==> src/rtl/rx_ring_pkg.sv <==
package rx_ring_pkg;

  localparam int WORD_W = 32;
  localparam int DESC_STRIDE = 8;

  typedef enum logic [2:0] {
    S_IDLE, S_FETCH, S_FILL, S_WDATA, S_WSTAT, S_WOWN, S_DROP
  } wr_state_t;

  // Next descriptor pointer: back to the ring base on wrap, else one stride on.
  function automatic logic [WORD_W-1:0] next_desc(
    input logic [WORD_W-1:0] cur,
    input logic [WORD_W-1:0] base,
    input logic              wrap
  );
    return wrap ? base : cur + WORD_W'(DESC_STRIDE);
  endfunction

  // Status word: class flags on top, last/first markers, 12-bit length at the bottom.
  function automatic logic [WORD_W-1:0] make_status(
    input logic [11:0] len,
    input logic        first,
    input logic        last,
    input logic [2:0]  cast
  );
    return {cast, 13'b0, last, first, 2'b00, len};
  endfunction

endpackage

==> src/rtl/rx_byte_packer.sv <==
module rx_byte_packer #(
  parameter int LANES = 4
) (
  input  logic                     clk,
  input  logic                     rst_n,
  input  logic                     push,
  input  logic                     clear,
  input  logic [7:0]               din,
  output logic [LANES*8-1:0]       word,
  output logic [$clog2(LANES)-1:0] lane
);
  localparam int LW = $clog2(LANES);

  logic [7:0] lane_q [LANES];

  always_ff @(posedge clk) begin
    if (!rst_n || clear) lane <= '0;
    else if (push)       lane <= lane + LW'(1);
  end

  for (genvar j = 0; j < LANES; j++) begin : g_lane
    always_ff @(posedge clk) begin
      if (!rst_n || clear)               lane_q[j] <= '0;
      else if (push && lane == LW'(j))   lane_q[j] <= din;
    end
    assign word[8*j +: 8] = lane_q[j];
  end

endmodule

==> src/rtl/rx_desc_ptr.sv <==
module rx_desc_ptr
  import rx_ring_pkg::*;
(
  input  logic              clk,
  input  logic              rst_n,
  input  logic [WORD_W-1:0] base,
  input  logic              prime,
  input  logic              advance,
  input  logic              wrap,
  output logic [WORD_W-1:0] ptr
);
  logic primed;

  always_ff @(posedge clk) begin
    if (!rst_n) begin
      ptr    <= '0;
      primed <= 1'b0;
    end else if (advance) begin
      ptr    <= next_desc(ptr, base, wrap);
      primed <= 1'b1;
    end else if (prime && !primed) begin
      ptr    <= base;
    end
  end

endmodule

==> src/rtl/rx_ring_writer.sv <==
module rx_ring_writer
  import rx_ring_pkg::*;
#(
  parameter int BUF_BYTES = 128,
  parameter int LEN_W     = 12
) (
  input  logic        clk,
  input  logic        rst_n,
  input  logic [31:0] ring_base,
  input  logic        rx_valid,
  output logic        rx_ready,
  input  logic [7:0]  rx_data,
  input  logic        rx_sof,
  input  logic        rx_eof,
  input  logic        rx_err,
  input  logic [2:0]  rx_cast,
  output logic        mem_req,
  output logic        mem_we,
  output logic [31:0] mem_addr,
  output logic [31:0] mem_wdata,
  input  logic [31:0] mem_rdata,
  input  logic        mem_ack,
  input  logic        clr_rcvd,
  input  logic        clr_unavail,
  output logic        frame_rcvd,
  output logic        buf_unavail
);
  localparam int LANES  = WORD_W / 8;
  localparam int CNT_W  = $clog2(BUF_BYTES) + 1;
  localparam int WOFS_W = $clog2(BUF_BYTES) - $clog2(LANES);

  wr_state_t         st;
  logic [31:0]       buf_addr;
  logic              wrap_q, first_q, last_q;
  logic [2:0]        cast_q;
  logic [LEN_W-1:0]  frame_len;
  logic [CNT_W-1:0]  buf_cnt;
  logic [WOFS_W-1:0] wofs;
  logic [31:0]       pk_word;
  logic [$clog2(LANES)-1:0] pk_lane;
  logic [31:0]       desc_ptr;

  // Named internal events
  logic byte_take, ev_byte, ev_abort, ev_fetch_ok, ev_fetch_busy, ev_handoff, ev_wdone, buf_full;

  assign rx_ready      = (st == S_IDLE && !(rx_valid && rx_sof)) || st == S_FILL || st == S_DROP;
  assign byte_take     = rx_valid && rx_ready;
  assign ev_byte       = st == S_FILL && byte_take && !rx_err;
  assign ev_abort      = st == S_FILL && byte_take && rx_err;
  assign ev_fetch_ok   = st == S_FETCH && mem_ack && !mem_rdata[0];
  assign ev_fetch_busy = st == S_FETCH && mem_ack && mem_rdata[0];
  assign ev_handoff    = st == S_WOWN && mem_ack;
  assign ev_wdone      = st == S_WDATA && mem_ack;
  assign buf_full      = buf_cnt == CNT_W'(BUF_BYTES);

  rx_byte_packer #(.LANES(LANES)) u_pack (
    .clk(clk), .rst_n(rst_n), .push(ev_byte), .clear(ev_abort || ev_wdone),
    .din(rx_data), .word(pk_word), .lane(pk_lane)
  );

  rx_desc_ptr u_ptr (
    .clk(clk), .rst_n(rst_n), .base(ring_base), .prime(st == S_IDLE),
    .advance(ev_handoff), .wrap(wrap_q), .ptr(desc_ptr)
  );

  always_comb begin
    mem_req   = 1'b0;
    mem_we    = 1'b0;
    mem_addr  = desc_ptr;
    mem_wdata = '0;
    case (st)
      S_FETCH: mem_req = 1'b1;
      S_WDATA: begin
        mem_req   = 1'b1;
        mem_we    = 1'b1;
        mem_addr  = buf_addr + 32'({wofs, 2'b00});
        mem_wdata = pk_word;
      end
      S_WSTAT: begin
        mem_req   = 1'b1;
        mem_we    = 1'b1;
        mem_addr  = desc_ptr + 32'd4;
        mem_wdata = make_status(last_q ? 12'(frame_len) : 12'd0, first_q, last_q,
                                last_q ? cast_q : 3'b000);
      end
      S_WOWN: begin
        mem_req   = 1'b1;
        mem_we    = 1'b1;
        mem_wdata = {buf_addr[31:2], wrap_q, 1'b1};
      end
      default: ;
    endcase
  end

  always_ff @(posedge clk) begin
    if (!rst_n) begin
      st        <= S_IDLE;
      buf_addr  <= '0;
      wrap_q    <= 1'b0;
      first_q   <= 1'b0;
      last_q    <= 1'b0;
      cast_q    <= '0;
      frame_len <= '0;
      buf_cnt   <= '0;
      wofs      <= '0;
    end else begin
      case (st)
        S_IDLE: if (rx_valid && rx_sof) begin
          st        <= S_FETCH;
          first_q   <= 1'b1;
          last_q    <= 1'b0;
          frame_len <= '0;
        end
        S_FETCH: if (ev_fetch_ok) begin
          buf_addr <= {mem_rdata[31:2], 2'b00};
          wrap_q   <= mem_rdata[1];
          buf_cnt  <= '0;
          st       <= S_FILL;
        end else if (ev_fetch_busy) begin
          st <= S_DROP;
        end
        S_FILL: if (ev_abort) begin
          st <= rx_eof ? S_IDLE : S_DROP;
        end else if (ev_byte) begin
          wofs      <= buf_cnt[WOFS_W+1:2];
          buf_cnt   <= buf_cnt + CNT_W'(1);
          frame_len <= frame_len + LEN_W'(1);
          if (rx_eof) begin
            last_q <= 1'b1;
            cast_q <= rx_cast;
          end
          if (rx_eof || pk_lane == 2'(LANES - 1)) st <= S_WDATA;
        end
        S_WDATA: if (mem_ack) st <= (last_q || buf_full) ? S_WSTAT : S_FILL;
        S_WSTAT: if (mem_ack) st <= S_WOWN;
        S_WOWN: if (mem_ack) begin
          first_q <= 1'b0;
          st      <= last_q ? S_IDLE : S_FETCH;
        end
        S_DROP: if (byte_take && rx_eof) st <= S_IDLE;
        default: st <= S_IDLE;
      endcase
    end
  end

  always_ff @(posedge clk) begin
    if (!rst_n) begin
      frame_rcvd  <= 1'b0;
      buf_unavail <= 1'b0;
    end else begin
      if (ev_handoff && last_q) frame_rcvd <= 1'b1;
      else if (clr_rcvd)        frame_rcvd <= 1'b0;
      if (ev_fetch_busy)        buf_unavail <= 1'b1;
      else if (clr_unavail)     buf_unavail <= 1'b0;
    end
  end

  // a pending request stays put until acknowledged
  a_r1_req_stable: assert property (@(posedge clk) disable iff (!rst_n)
    mem_req && !mem_ack |=> mem_req && $stable(mem_addr) && $stable(mem_we));

  // hand-over marks ownership and returns the fetched buffer address
  a_r3_handoff_owner: assert property (@(posedge clk) disable iff (!rst_n)
    ev_handoff |-> mem_wdata[0] && mem_wdata[31:2] == buf_addr[31:2]);

  // pointer steps by one descriptor or returns to the base
  a_r4_ptr_step: assert property (@(posedge clk) disable iff (!rst_n)
    ev_handoff |=> desc_ptr == $past(wrap_q ? ring_base : desc_ptr + 32'd8));

  // data writes stay inside the current buffer
  a_r5_in_buffer: assert property (@(posedge clk) disable iff (!rst_n)
    (mem_req && st == S_WDATA) |-> (mem_addr - buf_addr) < 32'(BUF_BYTES));

  // intermediate status words carry no length
  a_r7_mid_len_zero: assert property (@(posedge clk) disable iff (!rst_n)
    (mem_req && st == S_WSTAT && !last_q) |-> mem_wdata[11:0] == 12'd0);

  // frame flag only rises after the last hand-over
  a_r8_rcvd_cause: assert property (@(posedge clk) disable iff (!rst_n)
    $rose(frame_rcvd) |-> $past(ev_handoff && last_q));

  // unavailable flag only rises after a fetch found a busy descriptor
  a_r9_unavail_cause: assert property (@(posedge clk) disable iff (!rst_n)
    $rose(buf_unavail) |-> $past(ev_fetch_busy));

endmodule

==> config.mk <==
export PLATFORM = sky130hd
export DESIGN_NAME = rx_ring_writer
export DESIGN_NICKNAME = d
export VERILOG_FILES = /design/src/rtl/rx_ring_pkg.sv /design/src/rtl/rx_byte_packer.sv /design/src/rtl/rx_desc_ptr.sv /design/src/rtl/rx_ring_writer.sv
export SDC_FILE = /design/constraint.sdc
export NUM_CORES = 1
export LEC_CHECK = 0
export BUFFER_PORTS_ARGS = -buffer_cell sky130_fd_sc_hd__buf_4
export CAP_MARGIN = 25
export CORE_ASPECT_RATIO = 0.75
export CORE_MARGIN = 2
export CORE_UTILIZATION = 44
export DETAILED_ROUTE_END_ITERATION = 8
export PLACE_DENSITY = 0.69
export REMOVE_ABC_BUFFERS = 1
export SLEW_MARGIN = 20
export SYNTH_ARGS = -nofsm -noshare
export SYNTH_HDL_FRONTEND = slang
export SYNTH_SLANG_ARGS = --single-unit
==> constraint.sdc <==
create_clock -name clk -period 2.27 [get_ports clk]
set_input_delay 0.227 -clock clk [delete_from_list [all_inputs] [get_ports clk]]
set_output_delay 0.227 -clock clk [all_outputs]
set_load 0.01 [all_outputs]
# --- After elaboration in Yosys (flattened, before gate mapping) ---
# Memory sizes are Yosys's and may differ from the RTL's.
# Index checks and enable logic that the tools add are counted.
totals:
  register_bits: 101
  ram_bits: 32
  in_bits: 84
  elab_cells: 156
  memories: 1
classes:
  add_sub_neg: 6
  n_eq_ne: 22
  muxes: 61
  bitwise: 5
  n_reduce_logical: 47
memory_table:
  columns: ["memory", "words", "width", "read_ports", "rd_clocked_by_memory_dff", "wr", "line_no", "text"]
  rows:
  - ["u_pack.lane_q", 4, 8, 4, 0, 4, "rx_byte_packer.sv:14", "logic [7:0] lane_q [LANES];"]
ops:
  columns: ["op", "n"]
  rows:
  - ["32-bit 2-to-1 mux", 3]
  - ["32-bit one-hot mux with 3 select lines", 1]
  - ["32-bit one-hot mux with 2 select lines", 1]
  - ["8-bit 2-to-1 mux", 7]
  - ["12-bit 2-to-1 mux", 4]
  - ["3-bit 2-to-1 mux", 13]
  - ["32-bit by 3-bit adder with 32-bit output (second input constant)", 1]
  - ["32-bit by 4-bit adder with 32-bit output (second input constant)", 1]
  - ["32-bit by 7-bit adder with 32-bit output", 1]
  - ["1-bit 2-to-1 mux", 27]
  - ["12-bit one-hot mux with 2 select lines", 1]
  - ["3-bit one-hot mux with 7 select lines", 1]
  - ["1-bit logical AND", 18]
  - ["8-bit one-hot mux with 2 select lines", 1]
  - ["2-bit != test (second input constant)", 7]
  - ["12-bit by 1-bit adder with 12-bit output (second input constant)", 1]
  - ["4-bit AND reduction", 3]
  - ["2-bit nonzero test", 6]
  - ["3-bit == test (second input constant)", 3]
  - ["8-bit by 1-bit adder with 8-bit output (second input constant)", 1]
  - ["8-bit == test (second input constant)", 1]
  - ["8-bit AND reduction", 1]
  - ["3-bit by 2-bit == test with 1-bit output (second input constant)", 2]
  - ["1-bit logical OR", 6]
  - ["other kinds (18)", 30]

# --- Logic depth before layout (Yosys ltp) ---
depth:
  depth_word: 13
  ltp_mapped: 9
  mapped_depth_nobuf: 8

# --- Modules after synthesis ---
# Synthesis repeated with hierarchy kept, for this count alone.
unflattened:
  hier_cells: 1025
  area_unflattened_um2: 8316.7
modules_own_cells:
  columns: ["mod", "instances", "cells_each", "area_per_inst_um2"]
  rows:
  - ["rx_ring_writer", 1, 672, 4964.8]
  - ["rx_desc_ptr", 1, 257, 2013.2]
  - ["rx_byte_packer", 1, 96, 1338.8]

# --- Worst setup path after synthesis ---
# Ideal clock, no wire load.
synth_path:
  path_type: "register to output"
  start: "reg buf_addr[2]"
  end: "out mem_addr[28]"
  arrival_ns: 2.088
  t_required_ns: 2.043
  path_slack_ns: -0.045
  path_stages_with_launch: 10
  n_path_buf: 1
  path_cell_list: "dfxtp_1 > ha_1 > inv_1 > fa_1 > nor2b_1 > o31a_1 > clkbuf_1 > o2111ai_1 > xor2_1 > o21ai_0"
synth_between:
  elab_chain_cells: 2
synth_lines:
  columns: ["element", "line_no", "text"]
  rows:
  - ["start: declaration", "rx_ring_writer.sv:33", "logic [31:0] buf_addr;"]
  - ["start signal: assignment", "rx_ring_writer.sv:115", "buf_addr <= {mem_rdata[31:2], 2'b00};"]
  - ["32-bit by 7-bit adder with 32-bit output", "rx_ring_writer.sv:76", "mem_addr = buf_addr + 32'({wofs, 2'b00});"]
  - ["32-bit one-hot mux with 2 select lines", "rx_ring_writer.sv:71", "case (st)"]
  - ["end: declaration", "rx_ring_writer.sv:19", "output logic [31:0] mem_addr,"]
# No other way between the ends.

# --- Worst setup path in the final report ---
layout_path:
  start: "reg buf_addr[3]"
  end: "out mem_addr[17]"
# Same word-level chain as after synthesis.

==> flow_metrics.env <==
export IMPL_finalNetCount=1383
export IMPL_ctsLongestPathBuffers=2
export IMPL_status="finished with violations"
export IMPL_slew_headroom_pct=65.2
export IMPL_powerDensity_nw_per_um2=593
export IMPL_clk_pin_slew_ns=0.06
export IMPL_vias_per_cell=6.07
export IMPL_fill_cells=1559
export IMPL_wire_per_inst_um=21.0
export IMPL_fin_ws_ns=-0.475
export IMPL_hold_viol=0
export IMPL_ir_drop_mv=0.410
export IMPL_syn_inst=1035
export IMPL_cts_root_buf="clkbuf_16"
export IMPL_ys_flop_type="dfxtp_1"
export IMPL_final_common_cell="buf_4"
export IMPL_drt_iter0_markers=1151
export IMPL_fin_total_pwr_mw=7.08
export IMPL_setup_viol=35
export IMPL_cts_hold_buf=0
export IMPL_core_area_um2=18500
export IMPL_dpl_cell_area_um2=10400
export IMPL_area_growth_synth_to_final_pct=44.5
export IMPL_fin_area_um2=11900
export IMPL_multi_input_area_um2=5240
export IMPL_drive_gt1_share_pct=34.0
export IMPL_grt_pass1_wl_mm=47.5
export IMPL_rows=43
export IMPL_synthArstFlopShare_pct=0
export IMPL_initial_utilization_pct=44.8
export IMPL_crit_path_start_kind="flop"
export IMPL_gp_congestion=0.933
export IMPL_maxCapViolCount=0
export IMPL_synth_edf_count=32
export IMPL_antenna_found_initial=0
export IMPL_ios=153
export IMPL_failed_checks="setup timing"
export IMPL_grt_ovfl_total=0
export IMPL_die_area_um2=19900
export IMPL_drt_pass1_iterations=7
export IMPL_ys_warnings_count=0
export IMPL_ys_seq_elements=133
export IMPL_die_x_um=162
export IMPL_fmax_ghz=0.364
export IMPL_worst_path_max_fanout=5
export IMPL_grt_max_degree=50
export IMPL_hp_class="in2reg"
export IMPL_clock_latency_ns=0.44
export IMPL_synthDistinctLibCells=79
export IMPL_io_buffers=152
export IMPL_endpoint_kind="primary output"
export IMPL_worstMarginPinSlew_ns=0.516
export IMPL_final_cell_mix="buf_4, nand2_1, a21oi_1"
export IMPL_slew_viol_final=0
export IMPL_syn_avg_cell_area_um2=7.98
export IMPL_fp_dieH_um=123
export IMPL_vias=9367
export IMPL_drtAntennaViolNets=0
export IMPL_fin_crit_sh_pct=121
export IMPL_rsz0062_at_grt="yes"
export IMPL_dpl_hpwl_mm=22.3
export IMPL_remaining_drc_errors=0
export IMPL_final_seq_area_um2=3010
export IMPL_crit_required_ns=2.04
export IMPL_grt_pass1_vias=8574
export IMPL_diodes=0
export IMPL_cts_num_sinks=133
export IMPL_cts_buffers=17
export IMPL_finalClockSkew_ns=0.0116
export IMPL_finalCriticalPeriod_ns=2.75
export IMPL_crit_arrival_ns=2.52
export IMPL_htree_levels=4
export IMPL_holdWs_ns=0.0357
export IMPL_cts_tree="built"
export IMPL_finalWirelength_mm=32.4
export IMPL_yosysSeqAreaShare_pct=36.1
export IMPL_syn_cell_area_um2=8260
export IMPL_p_leak_nw=4.72
export IMPL_worstSetupPathType="reg2out"
export IMPL_globalRouteTotalUtil_pct=31.1
export IMPL_dp_worst_setup_slack_ns=-0.108
-- area by class of cell --
| type | instances | share of cell area [%] |
|---|---|---|
| well taps | 247 | 2.59 |
| inverters | 34 | 1.12 |
| repair buffers | 311 | 22.2 |
| flip-flops and latches | 133 | 25.2 |
| multi-input cells | 787 | 43.8 |
| clock buffers | 20 | 3.92 |
| clock inverters | 12 | 1.16 |
-- worst max-delay path, stage by stage, from the launching register on --
cell	delay [ns]
dfxtp_4	0.36
ha_4	0.27
a21oi_2	0.05
nand4b_1	0.26
buf_6	0.20
buf_8	0.14
a211oi_4	0.28
xnor2_2	0.10
o211ai_1	0.24
buf_4	0.17
-- logic make-up after synthesis --
group / synth area share [%]
fa+ha+maj: 2.36
flops: 36.1
buf+inv: 5.78
compound gates: 23.3
simple gates: 26.8
xor+xnor: 4.35
mux: 1.27
-- registers in the layout, summed over array words and instances, names as in the netlist, 2 cells and up --
name / flops
cast_q: 3
frame_len: 12
buf_cnt: 8
buf_addr: 30
u_pack.lane_q: 32
u_pack.lane: 2
u_ptr.ptr: 32
wofs: 5
st: 3
-- power breakdown --
group / switching [mW] / total (mW) / internal (mW)
logic: 0.819 / 1.52 / 0.700
clock network: 1.15 / 2.88 / 1.73
registers: 0.127 / 2.68 / 2.56
-- timing repair --
action / 4_1_cts / 5_1_grt
pin swaps: 38 / 54
gates cloned: 5 / 1
gates resized for setup: 89 / 59
setup buffers: 8 / 18
setup endpoints to repair: 61 / 106
-- cells in the mapped netlist (all sizes together) (5+ instances only) --
master	count	area, µm²
inv	33	124
and2	37	231
edfxtp	32	961
or2	5	31.3
or3	10	63.8
nor3b	5	48.8
o221ai	6	52.6
nor2	63	236
o31a	7	63.8
o21ai	37	185
nand3b	7	52.6
a21oi	98	490
nor4	9	56.3
mux2i	6	60.1
dfxtp	101	2020
xor2	19	166
nand2	154	578
a222oi	14	140
nor3	25	130
buf	28	146
nor2b	5	31.3
o211ai	31	233
ha	14	175
a31oi	8	50.1
o22ai	6	37.5
or4	8	67.6
a21o	5	37.5
a211oi	7	52.6
and3	14	87.6
xnor2	22	193
a22oi	13	97.6
nand4	21	153
nand2b	7	43.8
and4	11	97.6
clkbuf	54	204
nand3	43	230
a22o	15	131
-- path summary, 6_finish.rpt --
check                       startpoint                   endpoint  slack [ns]  depth (start not counted)
min reg2reg  u_ptr.ptr[0]$_SDFFE_PN0P_  u_ptr.ptr[0]$_SDFFE_PN0P_        0.45                          2
max reg2reg         st[2]$_SDFFE_PN0P_     cast_q[2]$_SDFFE_PN0P_        0.04                         10
min                       ring_base[0]  u_ptr.ptr[0]$_SDFFE_PN0P_        0.04                          3
max           buf_addr[3]$_SDFFE_PN0P_               mem_addr[17]       -0.48                          9
-- layer usage --
metal | global-route usage (%) | wire (µm) | vias to the layer above
met5 | 0 | 0 | -
met4 | 10.0 | 877 | 0
met3 | 7.98 | 3820 | 76
met2 | 46.8 | 14000 | 593
met1 | 43.8 | 13700 | 4410
li1 | - | - | 4288
-- stage by stage --
stage / instances / utilization (%) / TNS, ns
after floorplan: 953 / - / -54.77
after global placement: 1484 / 56.6 / -0.122
after detailed placement: 1484 / 56.6 / -0.851
after CTS: 1528 / 62.5 / -11.45
after global routing: 1544 / 64.7 / -13.83
final: 1544 / 64.7 / -10.92
No activity file was read; power rests on OpenSTA's default activity.
